## src/rtl/mmx_pkg.sv

```systemverilog
package mmx_pkg;

    typedef enum logic [1:0] {
        MM_MIN  = 2'b00,
        MM_MAX  = 2'b01,
        MM_MINU = 2'b10,
        MM_MAXU = 2'b11
    } mm_op_e;

    typedef enum logic {
        ST_IDLE = 1'b0,
        ST_EMIT = 1'b1
    } mm_state_e;

    // Bit 0 of the op code asks for the larger operand.
    function automatic logic wants_larger(input mm_op_e op);
        return op[0];
    endfunction

    // Bit 1 of the op code selects unsigned ordering.
    function automatic logic wants_signed(input mm_op_e op);
        return ~op[1];
    endfunction

endpackage

```

## src/rtl/mmx_extend.sv

```systemverilog
module mmx_extend #(
    parameter int XLEN = 64,
    parameter int WLEN = 32
) (
    input  logic [XLEN-1:0] raw,
    input  logic            full,
    output logic [XLEN-1:0] ext
);
    localparam int HI = XLEN - WLEN;

    always_comb begin
        if (full) begin
            ext = raw;
        end else begin
            ext = {{HI{raw[WLEN-1]}}, raw[WLEN-1:0]};
        end
    end
endmodule

```

## src/rtl/mmx_compare.sv

```systemverilog
module mmx_compare #(
    parameter int XLEN = 64
) (
    input  logic [XLEN-1:0] lhs,
    input  logic [XLEN-1:0] rhs,
    input  logic            signed_mode,
    output logic            lt
);
    logic [XLEN-1:0] lhs_k;
    logic [XLEN-1:0] rhs_k;

    // Inverting the top bit of both sides maps two's complement order
    // onto unsigned order, so one unsigned less-than serves both modes.
    always_comb begin
        lhs_k = lhs;
        rhs_k = rhs;
        lhs_k[XLEN-1] = lhs[XLEN-1] ^ signed_mode;
        rhs_k[XLEN-1] = rhs[XLEN-1] ^ signed_mode;
        lt = lhs_k < rhs_k;
    end
endmodule

```

## src/rtl/mmx_unit.sv

```systemverilog
module mmx_unit #(
    parameter int XLEN = 64,
    parameter int WLEN = 32
) (
    input  logic            clk,
    input  logic            rst_n,
    input  logic            in_valid,
    input  logic [XLEN-1:0] op_a,
    input  logic [XLEN-1:0] op_b,
    input  logic [1:0]      op_sel,
    input  logic            size_dw,
    output logic            out_valid,
    output logic [XLEN-1:0] out_result
);
    import mmx_pkg::*;

    localparam int NOPS = 2;

    mm_op_e          op;
    logic [XLEN-1:0] raw   [NOPS];
    logic [XLEN-1:0] wide  [NOPS];
    logic [XLEN-1:0] cmp_l;
    logic [XLEN-1:0] cmp_r;
    logic            cmp_lt;
    logic            take_b;
    logic [XLEN-1:0] pick_raw;
    logic [XLEN-1:0] pick_ext;
    mm_state_e       state_q;
    mm_state_e       state_d;
    logic [XLEN-1:0] result_q;

    assign op     = mm_op_e'(op_sel);
    assign raw[0] = op_a;
    assign raw[1] = op_b;

    // Operand widening: word operands are sign-extended for every op.
    for (genvar i = 0; i < NOPS; i++) begin : g_widen
        mmx_extend #(.XLEN(XLEN), .WLEN(WLEN)) u_ext (
            .raw (raw[i]),
            .full(size_dw),
            .ext (wide[i])
        );
    end

    // Steering: min asks "b < a", max asks "a < b"; a tie keeps op_a.
    always_comb begin
        if (wants_larger(op)) begin
            cmp_l = wide[0];
            cmp_r = wide[1];
        end else begin
            cmp_l = wide[1];
            cmp_r = wide[0];
        end
    end

    mmx_compare #(.XLEN(XLEN)) u_cmp (
        .lhs        (cmp_l),
        .rhs        (cmp_r),
        .signed_mode(wants_signed(op)),
        .lt         (cmp_lt)
    );

    assign take_b   = cmp_lt;
    assign pick_raw = take_b ? op_b : op_a;

    // Store-side extension of the chosen operand's low bits.
    mmx_extend #(.XLEN(XLEN), .WLEN(WLEN)) u_store_ext (
        .raw (pick_raw),
        .full(size_dw),
        .ext (pick_ext)
    );

    // Next-state logic.
    always_comb begin
        state_d = state_q;
        unique case (state_q)
            ST_IDLE: if (in_valid) state_d = ST_EMIT;
            ST_EMIT: if (!in_valid) state_d = ST_IDLE;
            default: state_d = ST_IDLE;
        endcase
    end

    // State register.
    always_ff @(posedge clk or negedge rst_n) begin
        if (!rst_n) begin
            state_q <= ST_IDLE;
        end else begin
            state_q <= state_d;
        end
    end

    // Result register, loaded only by an accepted request.
    always_ff @(posedge clk or negedge rst_n) begin
        if (!rst_n) begin
            result_q <= '0;
        end else if (in_valid) begin
            result_q <= pick_ext;
        end
    end

    // Output process.
    always_comb begin
        unique case (state_q)
            ST_EMIT: out_valid = 1'b1;
            default: out_valid = 1'b0;
        endcase
        out_result = result_q;
    end
endmodule

```

## config.mk

```make
export PLATFORM = sky130hd
export DESIGN_NAME = mmx_unit
export DESIGN_NICKNAME = d
export VERILOG_FILES = /design/src/rtl/mmx_pkg.sv /design/src/rtl/mmx_extend.sv /design/src/rtl/mmx_compare.sv /design/src/rtl/mmx_unit.sv
export SDC_FILE = /design/constraint.sdc
export NUM_CORES = 1
export LEC_CHECK = 0
export CORE_ASPECT_RATIO = 0.9
export CORE_MARGIN = 8
export CORE_UTILIZATION = 55
export CTS_CLUSTER_SIZE = 16
export DETAILED_ROUTE_END_ITERATION = 8
export DONT_BUFFER_PORTS = 1
export GPL_ROUTABILITY_DRIVEN = 0
export PLACE_DENSITY = 0.7
export RECOVER_POWER = 50
export SLEW_MARGIN = 15
export SYNTH_ARGS = -nofsm -noshare
export SYNTH_HDL_FRONTEND = slang
export SYNTH_SLANG_ARGS = --single-unit
```

## constraint.sdc

```tcl
create_clock -name clk -period 1.11 [get_ports clk]
set_clock_uncertainty 0.05 [all_clocks]
set_input_delay 0.222 -clock clk [delete_from_list [all_inputs] [get_ports clk]]
set_output_delay 0.222 -clock clk [all_outputs]
set_load 0.1 [all_outputs]
```

### Yosys cells after proc, flatten, opt, wreduce, memory -nomap -nowiden

Cells that the tools add are included.

| operators by class | value |
|---|---|
| bitwise logic cells | 3 |
| order comparisons | 1 |
| multiplexer cells | 8 |

Operators with widths:

| kind | number |
|---|---|
| two-way mux 64 bit | 6 |
| less-than comparator 64 bit | 1 |
| two-way mux 1 bit | 2 |
| bitwise XOR 1 bit | 2 |
| NOT 1 bit | 1 |

| word-level totals | value |
|---|---|
| logic and storage cells | 14 |
| register bits after elaboration | 65 |
| input bits | 134 |
| output and inout port bits | 65 |

### Depth between registers and ports, before layout

Gate-level depths: netlist (run 1).

| depth | value |
|---|---|
| depth after elaboration | 6 |
| mapped depth | 15 |
| mapped depth without buffers | 13 |

### Cells and area by module

From an unflattened synthesis (run 1), not the netlist that was laid out.

| second synthesis, totals | value |
|---|---|
| cell total of the unflattened synthesis | 788 |
| area total of the unflattened synthesis | 8824.7 um2 |

Modules (own cells, without submodules):

| module | seq. area each (um2) | cells each | area each (um2) | times used |
|---|---|---|---|---|
| mmx_unit | 1626.6 | 350 | 4848.4 | 1 |
| mmx_extend | 0.0 | 71 | 799.5 | 3 |
| mmx_compare | 0.0 | 225 | 1577.8 | 1 |

### Least setup slack after synthesis (run 1)

No wires, ideal clock.

| timing | value |
|---|---|
| path type | input port to flip-flop |
| from | input op_sel[0] |
| to | register result_q[32], in the netlist out_result[32] |
| path buffers | 5 |
| required time | 953 ps |
| stages on the path | 15 |
| setup slack | -2979 ps |
| arrival | 3933 ps |
| library setup time | 107 ps |
| path through | buf_2 -> buf_1 -> clkbuf_1 -> clkbuf_1 -> mux2i_1 -> ha_1 -> a21oi_1 -> nand2_1 -> a221o_1 -> a21o_1 -> o21ai_0 -> nand3_4 -> mux2_4 -> buf_6 -> a2111oi_4 |

| on the way | value |
|---|---|
| longest elaborated chain between the ends | 5 |
| elaborated cells between the ends (all ways) | 7 |
| classes of those cells | 1 x order compare; 4 x mux; 2 x bitwise |

Ends and longest elaborated chain:

| item | line | text |
|---|---|---|
| start, declared | mmx_unit.sv:10 | `input logic [1:0] op_sel,` |
| two-way mux 64 bit | mmx_unit.sv:47 | `if (wants_larger(op)) begin` |
| bitwise XOR 1 bit, on equally long branches | mmx_compare.sv:17, mmx_compare.sv:18 |  |
| less-than comparator 64 bit (*) | mmx_compare.sv:19 | `lt = lhs_k < rhs_k;` |
| two-way mux 64 bit (*) | mmx_unit.sv:64 | `assign pick_raw = take_b ? op_b : op_a;` |
| two-way mux 64 bit (*) | mmx_extend.sv:12 | `if (full) begin` |
| end signal, assigned | mmx_unit.sv:97 | `result_q <= pick_ext;` |
| end, declared | mmx_unit.sv:30 | `logic [XLEN-1:0] result_q;` |

Mark *: on every way between the ends. The rest lies on a longest branch, timed or not.
A chain may end at the register's enable or synchronous reset.

### Final worst setup path (run 1)

| timing | value |
|---|---|
| from | input op_sel[0] |
| to | register result_q[62], in the netlist out_result[62] |

The elaborated chain is that of the path after synthesis.

==> results of run 1 <==
==> report_power, final <==
part	internal, µW	switching [µW]	total, µW
Combinational	4230	5080	9300
Sequential	3060	1920	4980
Clock	2080	1140	3220
Total	9370	8140	17500
==> cell usage after synthesis, types with 6 or more instances <==
cell	instances
a2111oi_4	29
nor3_1	35
nor2_1	74
clkbuf_1	40
nand2_1	9
o22ai_1	31
buf_2	9
a21oi_1	84
nand4_1	12
dfrtp_1	65
buf_1	8
o21ai_0	6
mux2i_1	65
a21o_1	42
ha_1	62
mux2_2	94
==> state kept, by name (all words and copies together) (netlist names) <==
register,flops
out_result,64
state_q,1
==> repair_timing <==
action / 4_1_cts / 5_1_grt
setup buffers: 14 / 10
endpoints found under the setup margin: 129 / 129
pin swaps: 12 / 5
hold endpoints to repair: 98 / 98
gates cloned: 3 / 3
resized for setup: 135 / 13
==> cell type report <==
cell class	count	area [µm²]	area share
clock inverter	5	77.6	0.00815
timing repair buffer	144	1860	0.195
clock buffer	11	253	0.0266
multi-input combinational	593	5380	0.565
tap	164	205	0.0216
sequential	65	1730	0.182
inverter	3	11.3	0.00118
==> how the worst max path moves through the flow <==
| stage | slack, ns | cells past startpoint | endpoint | startpoint |
|---|---|---|---|---|
| floorplan | -2.05 | 14 | out_result[32] | op_sel[0] |
| global placement | -2.25 | 16 | out_result[55] | op_sel[0] |
| detailed placement | -2.53 | 15 | out_result[48] | op_sel[0] |
| CTS | -1.78 | 14 | out_result[59] | op_sel[0] |
| global route | -1.95 | 16 | out_result[43] | op_sel[0] |
| finish | -1.87 | 15 | out_result[62] | op_sel[0] |
==> per-layer routing <==
layer	vias up	part of all wire
li1	2967	-
met1	3180	0.38
met2	235	0.51
met3	46	0.085
met4	0	0.022
met5	-	0
==> per-stage QoR <==
step | std cells | hold slack [ns] | setup WS, ns
5_1_grt | 985 | -0.492 | -1.95
4_1_cts | 971 | -0.488 | -1.78
6_report | 985 | -0.481 | -1.87
3_5_place_dp | 939 | -0.120 | -2.53
3_3_place_gp | 939 | -0.120 | -2.25
2_1_floorplan | 721 | -0.124 | -2.05
==> cells by family after synthesis <==
| logic type | Yosys count | synth area share |
|---|---|---|
| AOI/OAI and AO/OA | 216 | 0.276 |
| xor gates and xnor gates | 2 | 0.00247 |
| adders and majority gates | 62 | 0.109 |
| buffers and inverters | 63 | 0.0380 |
| DFF | 65 | 0.229 |
| muxes | 160 | 0.243 |
| and+or+nand+nor | 153 | 0.103 |
==> qor.csv, run 1 <==
stage,metric,value,unit
critical_path,cp.required,1.29,ns
sta,drv_slew,0,
global_route,top_usage_layer,met2,
cts,clock-sinks,65,
cts,clockBufferDepth,2,
global_route,grt-ovfl-total,0,
sta,hold_viol,65,
pwr,power,17500,µW
sta,slew_headroom,0.721,
critical_path,path_buf_inv,3,
placement,place.detailed.hpwl,15600,µm
pwr,p_leak,0.00409,µW
global_route,antenna_found_initial,0,
cells_and_area,layout.cells.most_common,mux2_2,
synthesis,synth_cell_type_count,49,
floorplan,die_x,136,µm
critical_path,crit_top_cell,a21o_1,
synthesis,synth_warnings,0,
floorplan,die_area,16800,µm²
critical_path,reg2reg_setup_slack,-0.03,ns
route,antenna_left,0,
cts,numCtsBuffers,9,
route,drt_wl_total,23300,µm
global_route,track_usage,0.259,
synthesis,ys_async_sr_fraction,1.00,
worst_hold_path,hp-class,in -> async,
floorplan,start_util,0.562,
route,drt_iter0_markers,360,
critical_path,timing.rr.start,out_result[40],
global_route,gr-usage-met2,0.463,
global_route,grt_pass1_vias,6540,
critical_path,endpoint_kind,register,
route,via_count,6428,
critical_path,critPathKind,in -> reg,
placement,io_buffers,0,
critical_path,crit_chain,mux2i_4 > nor2_4 > buf_4 > buf_4 > a21o_1 > ha_1 > a21o_1 > a21o_1 > a21oi_2 > nor2_1 > nor3_4 > nand3_4 > mux2_4 > clkbuf_16 > a2111oi_4,
run,maxCapViolations,0,
route,drc,0,
critical_path,cp-start-kind,primary input,
critical_path,r2r_cells,3,
global_route,grt_pass1_wl,34700,µm
cts,root_buffer,clkbuf_16,
floorplan,ioPinCount,199,
route,viasPerCell,6.53,
critical_path,arrival,3.16,ns
sta,timing.fmax,336,MHz
pwr,peakVddDrop,1290,µV
placement,placed_cell_area,8240,µm²
synthesis,synth_edf_count,0,
synthesis,synth_top_area_cell,dfrtp_1,
global_route,grt.met3_usage,0.0875,
floorplan,rows,39,
critical_path,slowest_stage,mux2_4,
cts,clk_latency,0.35,ns
cells_and_area,diodes,0,
cts,ctsHtreeMaxLevel,3,
critical_path,cp_slowest_stage_delay,0.42,ns
global_route,grt.met1_usage,0.287,
cells_and_area,n_fill_cell,835,
cells_and_area,drive_above_1_share,0.424,
critical_path,r2r_end,out_result[40],
cells_and_area,design_area,9520,µm²
cells_and_area,fin_nets,1012,
sta,layout_setup_ws,-1.87,ns
route,wl_per_cell,23.6,µm
synthesis,yosysTopAreaCellShare,0.229,
sta,setup_viol,129,
synthesis,avgSynthCellArea,9.86,µm²
floorplan,core_region_area,12600,µm²
synthesis,synth_cells,721,
route,drt-pass1-iter-count,6,
sta,whs,-0.481,ns
cells_and_area,fin_util,0.753,
global_route,grt_max_degree,131,
synthesis,synth_flop_cell,dfrtp_1,
cells_and_area,final_cell_mix,"mux2_2 (91), buf_4 (83), a21oi_1 (79)",
cts,clk_pin_slew,0.06,ns
sta,period_share,2.68,
floorplan,fp.dieH,124,µm
synthesis,ys_ff_latch,65,
synthesis,synth.net_count,917,
sta,rsz0062_at_grt,yes,
synthesis,synth.cell_area,7110,µm²
sta,final.setup.tns,-119.80,ns
synthesis,seq_area_frac_synth,0.229,
outcome,violations,"hold timing, setup timing",
outcome,status,"finished, violations left",
sta,worst_slew_pin_slew,0.415,ns
synthesis,yosys-top-cells-area,"dfrtp_1 (23%), mux2_2 (15%), a2111oi_4 (11%)",
cts,cts_tree,built,
critical_path,path_delay_family,compound AO/OA/AOI/OAI gates,
cells_and_area,syn_to_final_growth,33.9,%
pwr,power_per_cell_area,1840,nW/µm²
critical_path,crit_fanout,130,
sta,min_period,2.98,ns
Power figures use the tool's default switching activity.
==> inputs of run 2 (changes only) <==
CORE_UTILIZATION = 45   (was 55)
PLACE_DENSITY = not set   (was 0.7)
==> run 2 against run 1 <==
  * The run still ends with hold timing, setup timing left
  * Via count decreased by 4.1%
  * Critical path depth down 1
  * Routed wire length shrank 4.7%
  * Die area up 19%
  * Final cell count is 2.3% higher
  * Maximum frequency is 0.77% lower
  * Largest cell class unchanged
  * Largest power group unchanged
==> qor.csv, run 2 (synthesis results as in run 1) <==
stage,metric,value,unit
cells_and_area,final_cell_mix,"mux2_2 (91), a21oi_1 (82), nor2_1 (71)",
critical_path,timing.rr.start,out_result[57],
critical_path,r2r_cells,2,
sta,period_share,2.70,
sta,layout_setup_ws,-1.89,ns
cells_and_area,drive_above_1_share,0.407,
cells_and_area,syn_to_final_growth,32.8,%
outcome,violations,"hold timing, setup timing",
route,wl_per_cell,22.0,µm
cts,clk_latency,0.35,ns
critical_path,arrival,3.19,ns
cells_and_area,fin_util,0.611,
placement,place.detailed.hpwl,15300,µm
route,drt-pass1-iter-count,5,
pwr,p_leak,0.00402,µW
sta,timing.fmax,333,MHz
sta,slew_headroom,0.700,
cells_and_area,layout.cells.most_common,mux2_2,
floorplan,ioPinCount,199,
critical_path,cp-start-kind,primary input,
cts,cts_tree,built,
cts,clockBufferDepth,2,
cts,root_buffer,clkbuf_16,
sta,rsz0062_at_grt,yes,
cts,clk_pin_slew,0.06,ns
route,drt_iter0_markers,208,
route,via_count,6165,
critical_path,reg2reg_setup_slack,0.07,ns
route,drt_wl_total,22200,µm
floorplan,rows,43,
global_route,track_usage,0.220,
cts,clock-sinks,65,
critical_path,critPathLaunch,op_sel[0],
critical_path,r2r_end,out_result[57],
critical_path,cp.required,1.30,ns
floorplan,start_util,0.460,
sta,drv_slew,0,
global_route,grt_max_degree,131,
sta,worst_slew_pin_slew,0.445,ns
cts,numCtsBuffers,9,
cells_and_area,largest_reg_flops,64,
outcome,status,"finished, violations left",
pwr,power,17600,µW
global_route,antenna_found_initial,0,
worst_hold_path,hp-class,in -> async,
critical_path,setup.worst_path.end,out_result[32],
cells_and_area,n_fill_cell,1215,
global_route,grt-ovfl-total,0,
sta,min_period,3.00,ns
sta,hold_viol,98,
route,viasPerCell,6.12,
placement,io_buffers,0,
floorplan,die_x,148,µm
sta,setup_viol,129,
route,antenna_left,0,
global_route,grt_pass1_vias,6525,
cts,ctsHtreeMaxLevel,3,
floorplan,die_area,20100,µm²
run,maxCapViolations,0,
global_route,grt_pass1_wl,35300,µm
sta,whs,-0.485,ns
cells_and_area,diodes,0,
route,drc,0,
pwr,peakVddDrop,1200,µV
cells_and_area,fin_nets,997,
critical_path,crit_fanout,130,
floorplan,core_region_area,15400,µm²
sta,final.setup.tns,-120.91,ns
critical_path,endpoint_kind,register,
pwr,power_per_cell_area,1860,nW/µm²
critical_path,critPathKind,in -> reg,
floorplan,fp.dieH,135,µm
==> run 2: cell types whose count changed in the layout (fill, tap and decap cells not counted), sizes merged <==
cell | previous run | this run
clkbuf | 14 | 9
buf | 139 | 124
clkinv | 2 | 0
inv | 3 | 6
bufinv | 2 | 3
nor2 | 74 | 77
==> run 2: where the power goes <==
part	total [µW]	switching, µW	internal, µW
logic	9210	5100	4110
registers	4870	1820	3050
clock network	3500	1280	2220
==> run 2: metal layers <==
layer  global-route usage  up-vias  routed length, µm
li1                     -     2952                  -
met1                0.256     3027               9120
met2                0.371      166              10900
met3               0.0788       20               1900
met4               0.0679        0                310
met5                    0        -                  0
==> run 2: worst min-delay path by stage <==
stage | to | depth (start not counted) | slack [ns] | start
6_report | out_result[59] | 0 | -0.48 | rst_n
2_1_floorplan | out_result[0] | 0 | -0.12 | rst_n
5_1_grt | out_result[0] | 0 | -0.50 | rst_n
3_3_place_gp | out_result[6] | 0 | -0.12 | rst_n
4_1_cts | out_result[2] | 0 | -0.50 | rst_n
3_5_place_dp | out_result[6] | 0 | -0.12 | rst_n
==> run 2: what timing repair did <==
action / 4_1_cts / 5_1_grt
pin swaps: 14 / 4
gates cloned: 8 / 0
setup endpoints to repair: 129 / 129
resized for setup: 122 / 28
setup buffers: 5 / 2
hold endpoints to repair: 98 / 98
==> run 2: cell type report <==
type	instances	area (µm²)	area share
Clock buffer	9	225	0.0239
Clock inverter	7	124	0.0131
Inverter	3	11.3	0.00119
Multi-Input combinational cell	596	5400	0.572
Sequential cell	65	1730	0.183
Tap cell	202	253	0.0268
Timing Repair Buffer	126	1690	0.180
==> run 2: metrics by stage <==
stage	area [µm²]	setup WS, ns	std cells
after detailed placement	8260	-2.73	978
after CTS	9290	-1.80	1007
final	9430	-1.89	1008
after global placement	8260	-2.54	978
after floorplan	7350	-2.05	721
after global routing	9430	-1.95	1008
==> run 2: worst max-delay path, stage by stage <==
cell and delay, ns:
mux2i_4 0.21, buf_12 0.14, nor2_4 0.20, a21o_1 0.15
ha_4 0.20, a21o_1 0.15, a221o_1 0.35, a221oi_2 0.27
o21a_1 0.17, or2_1 0.15, nand3_4 0.09, mux2_4 0.43
buf_16 0.20, a2111oi_4 0.19
